<file path="config.mk">
export PLATFORM = sky130hd
export DESIGN_NAME = seg_remap_cache
export DESIGN_NICKNAME = d
export VERILOG_FILES = /design/src/rtl/seg_remap_pkg.sv /design/src/rtl/seg_remap_xlate.sv /design/src/rtl/seg_remap_plru.sv /design/src/rtl/seg_remap_tags.sv /design/src/rtl/seg_remap_cache.sv
export SDC_FILE = /design/constraint.sdc
export NUM_CORES = 1
export LEC_CHECK = 0
export BUFFER_PORTS_ARGS = -buffer_cell sky130_fd_sc_hd__buf_2
export CORE_AREA = 2 2 154 156
export CTS_CLUSTER_DIAMETER = 120
export DETAILED_ROUTE_END_ITERATION = 7
export DIE_AREA = 0 0 156 158
export PLACE_DENSITY_LB_ADDON = 0.05
export SLEW_MARGIN = 30
export SYNTH_ARGS = -nofsm -noshare
export SYNTH_HDL_FRONTEND = slang
export SYNTH_SLANG_ARGS = --single-unit
export TNS_END_PERCENT = 5
</file>
<file path="constraint.sdc">
create_clock -name clk -period 5.3 [get_ports clk]
set_clock_uncertainty 0.2 [all_clocks]
set_input_delay 0.265 -clock clk [delete_from_list [all_inputs] [get_ports clk]]
set_output_delay 0.265 -clock clk [all_outputs]
set_load 0.1 [all_outputs]
</file>
<file path="src/rtl/seg_remap_pkg.sv">
package seg_remap_pkg;
    localparam int WAYS   = 4;
    localparam int WAY_W  = 2;

    typedef enum logic [1:0] {
        ST_IDLE  = 2'd0,
        ST_ISSUE = 2'd1,
        ST_WAIT  = 2'd2
    } state_e;
endpackage

</file>
<file path="src/rtl/seg_remap_xlate.sv">
module seg_remap_xlate #(
    parameter int ADDR_W = 20,
    parameter int OFS_W  = 11,
    parameter int IDX_W  = 6
) (
    input  logic [ADDR_W-1:0]              addr,
    input  logic [ADDR_W-OFS_W-IDX_W-1:0]  fast_mem,
    output logic [ADDR_W-1:0]              dpa,
    output logic                           in_fast
);
    localparam int SEG_W = ADDR_W - OFS_W;
    localparam int MEM_W = SEG_W - IDX_W;

    logic [SEG_W-1:0] seg;
    logic [MEM_W-1:0] member;
    logic [SEG_W-1:0] dseg;

    always_comb begin
        seg    = addr[ADDR_W-1:OFS_W];
        member = seg[SEG_W-1:IDX_W];
        if (member == fast_mem) begin
            dseg    = {{MEM_W{1'b0}}, seg[IDX_W-1:0]};
            in_fast = 1'b1;
        end else if (member == '0) begin
            dseg    = {fast_mem, seg[IDX_W-1:0]};
            in_fast = 1'b0;
        end else begin
            dseg    = seg;
            in_fast = 1'b0;
        end
        dpa = {dseg, addr[OFS_W-1:0]};
    end
endmodule

</file>
<file path="src/rtl/seg_remap_plru.sv">
module seg_remap_plru
    import seg_remap_pkg::*;
#(
    parameter int SETS  = 4,
    parameter int SET_W = $clog2(SETS)
) (
    input  logic             clk,
    input  logic             rst_n,
    input  logic [SET_W-1:0] rd_set,
    output logic [WAY_W-1:0] rd_way,
    input  logic             touch_en,
    input  logic [SET_W-1:0] touch_set,
    input  logic [WAY_W-1:0] touch_way
);
    logic [2:0] tree_q [SETS];

    function automatic logic [WAY_W-1:0] pick(input logic [2:0] t);
        return t[0] ? {1'b1, t[2]} : {1'b0, t[1]};
    endfunction

    assign rd_way = pick(tree_q[rd_set]);

    always_ff @(posedge clk or negedge rst_n) begin
        if (!rst_n) begin
            for (int s = 0; s < SETS; s++) tree_q[s] <= 3'b000;
        end else if (touch_en) begin
            tree_q[touch_set][0] <= ~touch_way[1];
            if (!touch_way[1]) tree_q[touch_set][1] <= ~touch_way[0];
            else               tree_q[touch_set][2] <= ~touch_way[0];
        end
    end

    // the way just used is never the next victim of its set
    a_r6_touched_not_victim: assert property (@(posedge clk) disable iff (!rst_n)
        touch_en |=> pick(tree_q[$past(touch_set)]) != $past(touch_way));
endmodule

</file>
<file path="src/rtl/seg_remap_tags.sv">
module seg_remap_tags
    import seg_remap_pkg::*;
#(
    parameter int SETS   = 4,
    parameter int TAG_W  = 4,
    parameter int DATA_W = 3,
    parameter int SET_W  = $clog2(SETS)
) (
    input  logic              clk,
    input  logic              rst_n,
    input  logic [SET_W-1:0]  lk_set,
    input  logic [TAG_W-1:0]  lk_tag,
    output logic              lk_hit,
    output logic [WAY_W-1:0]  lk_way,
    output logic [DATA_W-1:0] lk_data,
    input  logic [SET_W-1:0]  fl_set,
    input  logic [WAY_W-1:0]  tree_way,
    output logic [WAY_W-1:0]  fl_way,
    input  logic              fill_en,
    input  logic [TAG_W-1:0]  fill_tag,
    input  logic [DATA_W-1:0] fill_data,
    input  logic              up_en,
    input  logic [SET_W-1:0]  up_set,
    input  logic [TAG_W-1:0]  up_tag,
    input  logic [DATA_W-1:0] up_data
);
    logic [WAYS-1:0]   vld_q [SETS];
    logic [TAG_W-1:0]  tag_q [SETS][WAYS];
    logic [DATA_W-1:0] dat_q [SETS][WAYS];
    logic [WAYS-1:0]   hit_vec;
    logic [WAYS-1:0]   up_vec;

    for (genvar w = 0; w < WAYS; w++) begin : g_way
        assign hit_vec[w] = vld_q[lk_set][w] && (tag_q[lk_set][w] == lk_tag);
        assign up_vec[w]  = vld_q[up_set][w] && (tag_q[up_set][w] == up_tag);
    end

    always_comb begin
        lk_hit  = |hit_vec;
        lk_way  = '0;
        lk_data = '0;
        for (int w = WAYS - 1; w >= 0; w--) begin
            if (hit_vec[w]) begin
                lk_way  = WAY_W'(w);
                lk_data = dat_q[lk_set][w];
            end
        end
        fl_way = tree_way;
        for (int w = WAYS - 1; w >= 0; w--) begin
            if (!vld_q[fl_set][w]) fl_way = WAY_W'(w);
        end
    end

    always_ff @(posedge clk or negedge rst_n) begin
        if (!rst_n) begin
            for (int s = 0; s < SETS; s++) vld_q[s] <= '0;
        end else if (fill_en) begin
            vld_q[fl_set][fl_way] <= 1'b1;
        end
    end

    always_ff @(posedge clk) begin
        if (up_en) begin
            for (int w = 0; w < WAYS; w++) begin
                if (up_vec[w]) dat_q[up_set][w] <= up_data;
            end
        end
        if (fill_en) begin
            tag_q[fl_set][fl_way] <= fill_tag;
            dat_q[fl_set][fl_way] <= fill_data;
        end
    end

    // an entry never occupies more than one way of its set
    a_r5_single_way: assert property (@(posedge clk) disable iff (!rst_n)
        $onehot0(hit_vec));
endmodule

</file>
<file path="src/rtl/seg_remap_cache.sv">
module seg_remap_cache
    import seg_remap_pkg::*;
#(
    parameter int ADDR_W  = 20,
    parameter int OFS_W   = 11,
    parameter int NUM_ENT = 64,
    parameter int SETS    = 4,
    localparam int SEG_W  = ADDR_W - OFS_W,
    localparam int IDX_W  = $clog2(NUM_ENT),
    localparam int MEM_W  = SEG_W - IDX_W,
    localparam int SET_W  = $clog2(SETS),
    localparam int TAG_W  = IDX_W - SET_W
) (
    input  logic              clk,
    input  logic              rst_n,
    input  logic              req_valid,
    output logic              req_ready,
    input  logic [ADDR_W-1:0] req_addr,
    output logic              resp_valid,
    output logic              resp_hit,
    output logic              resp_fast,
    output logic [ADDR_W-1:0] resp_addr,
    output logic              tbl_rd_valid,
    output logic [IDX_W-1:0]  tbl_rd_idx,
    input  logic              tbl_rsp_valid,
    input  logic [MEM_W-1:0]  tbl_rsp_fast,
    input  logic              upd_valid,
    input  logic [IDX_W-1:0]  upd_idx,
    input  logic [MEM_W-1:0]  upd_fast
);
    state_e state_q, state_d;

    logic [ADDR_W-1:0] pend_addr;
    logic              pend_ovr;
    logic [MEM_W-1:0]  pend_val;

    logic [IDX_W-1:0]  req_idx, pend_idx;
    logic              accept, lk_hit, fill_en;
    logic [WAY_W-1:0]  lk_way, fl_way, tree_way;
    logic [MEM_W-1:0]  lk_data, hit_val, fill_val;
    logic              upd_req, upd_pend;
    logic [ADDR_W-1:0] x_addr, x_dpa;
    logic [MEM_W-1:0]  x_fast_mem;
    logic              x_fast;

    assign req_idx  = req_addr[OFS_W+IDX_W-1:OFS_W];
    assign pend_idx = pend_addr[OFS_W+IDX_W-1:OFS_W];
    assign accept   = req_valid && (state_q == ST_IDLE);
    assign upd_req  = upd_valid && (upd_idx == req_idx);
    assign upd_pend = upd_valid && (upd_idx == pend_idx);
    assign fill_en  = (state_q == ST_WAIT) && tbl_rsp_valid;
    assign hit_val  = upd_req ? upd_fast : lk_data;
    assign fill_val = upd_pend ? upd_fast : (pend_ovr ? pend_val : tbl_rsp_fast);
    assign x_addr     = (state_q == ST_IDLE) ? req_addr : pend_addr;
    assign x_fast_mem = (state_q == ST_IDLE) ? hit_val : fill_val;

    seg_remap_tags #(.SETS(SETS), .TAG_W(TAG_W), .DATA_W(MEM_W)) u_tags (
        .clk       (clk),
        .rst_n     (rst_n),
        .lk_set    (req_idx[SET_W-1:0]),
        .lk_tag    (req_idx[IDX_W-1:SET_W]),
        .lk_hit    (lk_hit),
        .lk_way    (lk_way),
        .lk_data   (lk_data),
        .fl_set    (pend_idx[SET_W-1:0]),
        .tree_way  (tree_way),
        .fl_way    (fl_way),
        .fill_en   (fill_en),
        .fill_tag  (pend_idx[IDX_W-1:SET_W]),
        .fill_data (fill_val),
        .up_en     (upd_valid),
        .up_set    (upd_idx[SET_W-1:0]),
        .up_tag    (upd_idx[IDX_W-1:SET_W]),
        .up_data   (upd_fast)
    );

    seg_remap_plru #(.SETS(SETS)) u_plru (
        .clk       (clk),
        .rst_n     (rst_n),
        .rd_set    (pend_idx[SET_W-1:0]),
        .rd_way    (tree_way),
        .touch_en  ((accept && lk_hit) || fill_en),
        .touch_set (fill_en ? pend_idx[SET_W-1:0] : req_idx[SET_W-1:0]),
        .touch_way (fill_en ? fl_way : lk_way)
    );

    seg_remap_xlate #(.ADDR_W(ADDR_W), .OFS_W(OFS_W), .IDX_W(IDX_W)) u_xlate (
        .addr     (x_addr),
        .fast_mem (x_fast_mem),
        .dpa      (x_dpa),
        .in_fast  (x_fast)
    );

    always_comb begin
        state_d = state_q;
        unique case (state_q)
            ST_IDLE:  if (accept && !lk_hit) state_d = ST_ISSUE;
            ST_ISSUE: state_d = ST_WAIT;
            ST_WAIT:  if (tbl_rsp_valid) state_d = ST_IDLE;
            default:  state_d = ST_IDLE;
        endcase
    end

    always_ff @(posedge clk or negedge rst_n) begin
        if (!rst_n) state_q <= ST_IDLE;
        else        state_q <= state_d;
    end

    always_comb begin
        req_ready    = (state_q == ST_IDLE);
        tbl_rd_valid = (state_q == ST_ISSUE);
        tbl_rd_idx   = pend_idx;
    end

    always_ff @(posedge clk or negedge rst_n) begin
        if (!rst_n) begin
            pend_addr  <= '0;
            pend_ovr   <= 1'b0;
            pend_val   <= '0;
            resp_valid <= 1'b0;
            resp_hit   <= 1'b0;
            resp_fast  <= 1'b0;
            resp_addr  <= '0;
        end else begin
            resp_valid <= 1'b0;
            if (accept && !lk_hit) begin
                pend_addr <= req_addr;
                pend_ovr  <= upd_req;
                pend_val  <= upd_fast;
            end else if (state_q != ST_IDLE && upd_pend) begin
                pend_ovr <= 1'b1;
                pend_val <= upd_fast;
            end
            if ((accept && lk_hit) || fill_en) begin
                resp_valid <= 1'b1;
                resp_hit   <= accept;
                resp_fast  <= x_fast;
                resp_addr  <= x_dpa;
            end
        end
    end

    // cached entry answers next cycle without touching the table
    a_r3_hit_next_cycle: assert property (@(posedge clk) disable iff (!rst_n)
        (req_valid && req_ready && lk_hit) |=> (resp_valid && resp_hit && !tbl_rd_valid));
    // a miss fetches exactly its own entry in the following cycle
    a_r4_miss_fetch: assert property (@(posedge clk) disable iff (!rst_n)
        (req_valid && req_ready && !lk_hit) |=>
            (tbl_rd_valid && tbl_rd_idx == $past(req_addr[OFS_W+IDX_W-1:OFS_W])));
    // the table read lasts a single cycle
    a_r4_single_read: assert property (@(posedge clk) disable iff (!rst_n)
        tbl_rd_valid |=> !tbl_rd_valid);
    // nothing is accepted while the fetch is pending
    a_r7_stall: assert property (@(posedge clk) disable iff (!rst_n)
        tbl_rd_valid |=> !req_ready);
    // segment offset passes through on a hit
    a_r1_offset: assert property (@(posedge clk) disable iff (!rst_n)
        (resp_valid && resp_hit) |-> resp_addr[OFS_W-1:0] == $past(req_addr[OFS_W-1:0]));
endmodule

</file>
# Word level (Yosys, flattened, before mapping)
# Memory sizes are Yosys's and may differ from the RTL's.
# Cells that the tools add are included.
dict set report op_classes {
  n_addsub 0
  multipliers 0
  shift 0
  n_div 0
  reduce_logical 27
  order_cmp 10
  eq_ne 15
  bitwise_logic 8
  mux 76
}
# cell n
set ops {}
lappend ops {{$mux W3} 14}
lappend ops {{$bwmux W12} 3}
lappend ops {{$eq A4 B4 Y1} 8}
lappend ops {{$mux W4} 8}
lappend ops {{$mux W2} 14}
lappend ops {{$bmux W4 S2} 3}
lappend ops {{$demux W3 S2} 4}
lappend ops {{$mux W12} 2}
lappend ops {{$mux W20} 1}
lappend ops {{$logic_and A1 B1 Y1} 19}
lappend ops {{$mux W1} 19}
lappend ops {{$mux W9} 2}
lappend ops {{$demux W4 S2} 2}
lappend ops {{$mux W16} 1}
lappend ops {{$or A16 B16 Y16} 1}
lappend ops {{$ge A3 B3 Y1 const B} 5}
lappend ops {{$not A2 Y3} 5}
lappend ops {{$eq A6 B6 Y1} 2}
lappend ops {{$lt A3 B1 Y1 const B} 3}
lappend ops {{$bmux W3 S2} 1}
lappend ops {{$pmux W2 S3} 1}
lappend ops {{$reduce_bool A2 Y1} 2}
lappend ops {{$reduce_or A4 Y1} 1}
lappend ops {{$eq A3 B3 Y1} 1}
lappend ops {{other kinds (13)} 14}
dict set report totals {
  romBits 0
  output_inout_bits 31
  ff_bits 77
  n_memories 2
  mem_bits_rw 112
  latchBits 0
  word_cells 154
}
# memory words word_bits rd rd_ports_with_merged_regs write_ports line_no
set memory_table {}
lappend memory_table {u_tags.tag_q 4 16 2 0 1 seg_remap_tags.sv:28} ;# logic [TAG_W-1:0] tag_q [SETS][WAYS];
lappend memory_table {u_tags.dat_q 4 12 1 0 2 seg_remap_tags.sv:29} ;# logic [DATA_W-1:0] dat_q [SETS][WAYS];

# Longest topological paths before layout
dict set report logic_depth {
  ltp_word 16
  mapped_depth 13
  mapped_depth_nobuf 10
}

# By module
# Synthesis repeated with hierarchy kept, for this count alone.
dict set report unflattened {
  hier_cells 685
  area_unflattened_um2 10083.4
}
# module area_each_um2 cells_per_inst instances
set by_module_without_submodules {}
lappend by_module_without_submodules {seg_remap_tags 6668.9 400 1}
lappend by_module_without_submodules {seg_remap_cache 2493.6 195 1}
lappend by_module_without_submodules {seg_remap_plru 660.6 53 1}
lappend by_module_without_submodules {seg_remap_xlate 260.2 37 1}

# Worst setup path after synthesis
# OpenSTA, ideal clock, no wires.
dict set report synth_path {
  path_type {input -> register}
  from {input upd_idx[0]}
  to {memory u_tags.dat_q[2][6] (netlist name) (enable)}
  cell_stages 7
  slack_ns 2.131
  setup_ns 0.344
  arrival_time_ns 2.624
  cell_sequence {clkbuf_1 > buf_1 > mux4_2 > xor2_1 > nor4_1 > nand3_1 > o21ai_0}
}
# element line_no
set synth_lines {}
lappend synth_lines {{from (decl)} seg_remap_cache.sv:28} ;# input logic [IDX_W-1:0] upd_idx,
lappend synth_lines {{to (decl)} seg_remap_tags.sv:29}

# Worst setup path after layout
dict set report layout_path {
  from {input req_addr[11]}
  to {register u_plru.tree_q[10] (netlist name)}
}
dict set report layout_between {
  elab_chain_len 14
  word_cells_on_any_way 36
  cone_classes {order compare: 2; eq/ne: 4; mux: 17; bitwise: 4; reduce/logical: 8; memory: 1}
}
# element line_no
set layout_lines {}
lappend layout_lines {{from (decl)} seg_remap_cache.sv:18} ;# input logic [ADDR_W-1:0] req_addr,
lappend layout_lines {{branches (longest 14 deep; another with $mem_v2 Z4 W16)} n/a}
lappend layout_lines {{to (signal, indexed assignment)} seg_remap_plru.sv:27} ;# tree_q[touch_set][0] <= ~touch_way[1];
lappend layout_lines {{to (signal, indexed assignment)} seg_remap_plru.sv:28} ;# if (!touch_way[1]) tree_q[touch_set][1] <= ~touch_way[0];
lappend layout_lines {{to (signal, indexed assignment)} seg_remap_plru.sv:29} ;# else tree_q[touch_set][2] <= ~touch_way[0];
lappend layout_lines {{to (decl)} seg_remap_plru.sv:15} ;# logic [2:0] tree_q [SETS];
# Parallel ways; which one is timed is not known. The select of a mux whose other input is x is not followed.
# A chain may end at the register's enable or synchronous reset.

==> results_dict.tcl <==
set metrics [dict create \
    synth_xor_area_share_pct 4.74 \
    min_period_ns 3.56 \
    r2r_cells 7 \
    syn2layout_area_growth_pct 12.8 \
    hold-path-endpoint "resp_addr[13]" \
    vias_per_cell 5.70 \
    ys_types 58 \
    cts_resized 0 \
    cp_max_fo 21 \
    ys.flop_type "edfxtp_1" \
    holdCritStartpoint "req_addr[13]" \
    ctsLongestPathBuffers 2 \
    finalMaxSlewViolations 0 \
    hold_viol 0 \
    fin_crit_sh_pct 67.2 \
    synthAdderAreaFrac_pct 0 \
    synth_top_family_by_area "multiplexers" \
    fin_area_sq_um 11300 \
    p_leak_uw 0.00438 \
    wirelength_um 25500 \
    peakVddDrop_mv 0.678 \
    wl_met3_um 1050 \
    powerDensity_nw_per_um2 520 \
    yosys.area_share.simple_pct 9.61 \
    synthMuxAreaShare_pct 23.1 \
    layout-drive-gt1-share_pct 32.0 \
    nets 847 \
    yosys_warnings 0 \
    place_area_sq_um 10500 \
    synthArstFlopShare_pct 40.7 \
    insertion_delay_ns 0.43 \
    grtUsageTotal_pct 21.7 \
    netlist_instances 753 \
    cts-root-buf "clkbuf_16" \
    required_ns 5.41 \
    outcome "finished clean" \
    vias 6339 \
    overflow 0 \
    critPathLaunch "req_addr[11]" \
    start_util_pct 43.3 \
    hp-class "in2reg" \
    synth-seq-cells 189 \
    drtIter0Drc 525 \
    wl_per_cell_um 22.9 \
    r2r_start "u_tags.tag_q[2][10]" \
    fmax_mhz 281 \
    clk_pin_slew_ns 0.08 \
    r2r_slack_ns 1.84 \
    htree_levels 4 \
    cp-end-kind "flip-flop" \
    numCtsBuffers 17 \
    setup_viol 0 \
    synth_area_per_cell_sq_um 13.3 \
    die_h_um 158 \
    grt_pass1_vias 6534 \
    cts_tree "yes" \
    pin_count 68 \
    fillers 2024 \
    arrival_ns 3.68 \
    core_sq_um 23100 \
    hpwl_um 17700 \
    portBuffers 67 \
    highest_layer "met4" \
    setup.worst_path.class "in2reg" \
    antenna_found_initial 0 \
    synth_compound_area_share_pct 5.74 \
    syn-num-nets 790 \
    finalPower_uw 5860 \
    met1_length_um 11600 \
    timing.setup.tns_ns 0 \
    core.rowCount 56 \
    yosysSeqAreaShare_pct 53.0 \
    wl_met2_um 12200 \
    place_congestion 0.775 \
    diodes 0 \
    fp.dieW_um 156 \
    cts_sinks 189 \
    whs_path_depth 3 \
    drv_cap 0 \
    drc_errors 0 \
    synth_edf_count 112 \
    post_cts_buffers 0 \
    slew_headroom_pct 38.1 \
    crit_path_start_kind "input port" \
    die_area_sq_um 24600 \
    timing.rr.end "u_plru.tree_q[10]" \
    tightest_slew_ns 0.929 \
    antenna_left 0 \
    synthesis.area_sq_um 9980 \
    drt_pass1_iterations 5 \
    grt_pass1_wl_um 39500 \
    rsz0062_at_grt "false" \
    grt_max_degree 78 \
]
sequential cells by signal, summed over array words and instances, names as in the netlist:
signal,cells
u_tags.tag_q,64
pend_val,3
resp_addr,20
pend_addr,20
pend_ovr,1
resp_valid,1
state_q,2
u_tags.dat_q,48
resp_fast,1
u_tags.vld_q,16
resp_hit,1
u_plru.tree_q,12
per-layer routing:
metal	vias up	global-route usage [%]
li1	2899	-
met1	3223	28.8
met2	178	36.2
met3	39	3.91
met4	0	7.56
met5	-	0
logic make-up (layout without fill, tap and decap cells):
| logic type | count (synthesis) | count (layout) |
|---|---|---|
| buffers and inverters | 78 | 148 |
| DFF | 189 | 189 |
| AOI/OAI and AO/OA | 81 | 81 |
| muxes | 163 | 163 |
| and+or+nand+nor | 188 | 188 |
| xor gates and xnor gates | 54 | 54 |
worst max-delay path: stages:
cell	delay (ns)
buf_2	0.55
mux4_2	0.60
xor2_1	0.18
nor4_4	0.67
nor3_1	0.12
a21oi_1	0.70
and2_1	0.25
mux2_1	0.32
repair_timing:
item,in CTS,in global routing
hold endpoints to repair,103,0
hold buffers,16,0
setup endpoints to repair,0,0
cells in the final DEF (no fill, tap or decap), types with 16 or more instances in the layout:
master         count
buf_2             66
a31oi_1           18
mux2i_1           28
nand2_1           65
xnor2_1           18
dfrtp_1           77
mux4_2            45
dlygate4sd3_1     16
xor2_1            36
edfxtp_1         112
clkbuf_16         19
mux2_2            84
inv_1             19
nand2b_1          19
nor2_1            32
o21ai_0           18
Yosys cell counts, types with 5 or more instances:
cell / instances / share of area [%]
edfxtp_1: 112 / 34
mux2_2: 84 / 9.5
dfrtp_1: 77 / 19
nand2_1: 65 / 2.4
mux4_2: 45 / 10
xor2_1: 36 / 3.2
nor2_1: 32 / 1.2
clkbuf_1: 30 / 1.1
mux2i_1: 28 / 2.8
inv_1: 19 / 0.71
nand2b_1: 19 / 1.2
a31oi_1: 18 / 1.1
o21ai_0: 18 / 0.90
xnor2_1: 18 / 1.6
nand3_1: 13 / 0.65
nor3_1: 13 / 0.65
buf_2: 11 / 0.55
buf_1: 7 / 0.26
o211ai_1: 7 / 0.53
or2_2: 7 / 0.44
a21o_1: 6 / 0.45
a21oi_1: 6 / 0.30
buf_4: 6 / 0.45
nor2b_1: 6 / 0.38
a32oi_1: 5 / 0.44
mux2_1: 5 / 0.56
layout make-up:
class                           instances  area (sq um)  area share, %
Sequential cell                       189          5290           47.0
Timing Repair Buffer                   96           612           5.43
Tap cell                              290           363           3.22
Clock inverter                         12           114           1.01
Clock buffer                           20           489           4.34
Inverter                               20          75.1          0.667
Multi-Input combinational cell        486          4320           38.3
power by group:
part / switching, uW / total, uW / internal (uW)
Sequential: 190 / 2130 / 1940
Clock: 604 / 1290 / 690
Combinational: 1750 / 2430 / 673
worst max path at each step:
stage                                     to
after floorplan           u_tags.dat_q[2][6]
after CTS                  u_plru.tree_q[10]
after global routing            resp_addr[4]
after global placement     u_plru.tree_q[10]
final                      u_plru.tree_q[10]
after detailed placement   u_plru.tree_q[10]
metrics by stage:
step	worst slack (ns)	instances	util, %	hold slack (ns)
global placement	1.31	1065	45.5	0.263
detailed placement	1.26	1065	45.5	0.263
floorplan	2.13	753	-	-0.231
finish	1.74	1113	48.8	0.0459
CTS	1.72	1113	48.8	0.0254
global route	1.47	1113	48.8	0.0526
No activity file was read; power rests on OpenSTA's default activity.
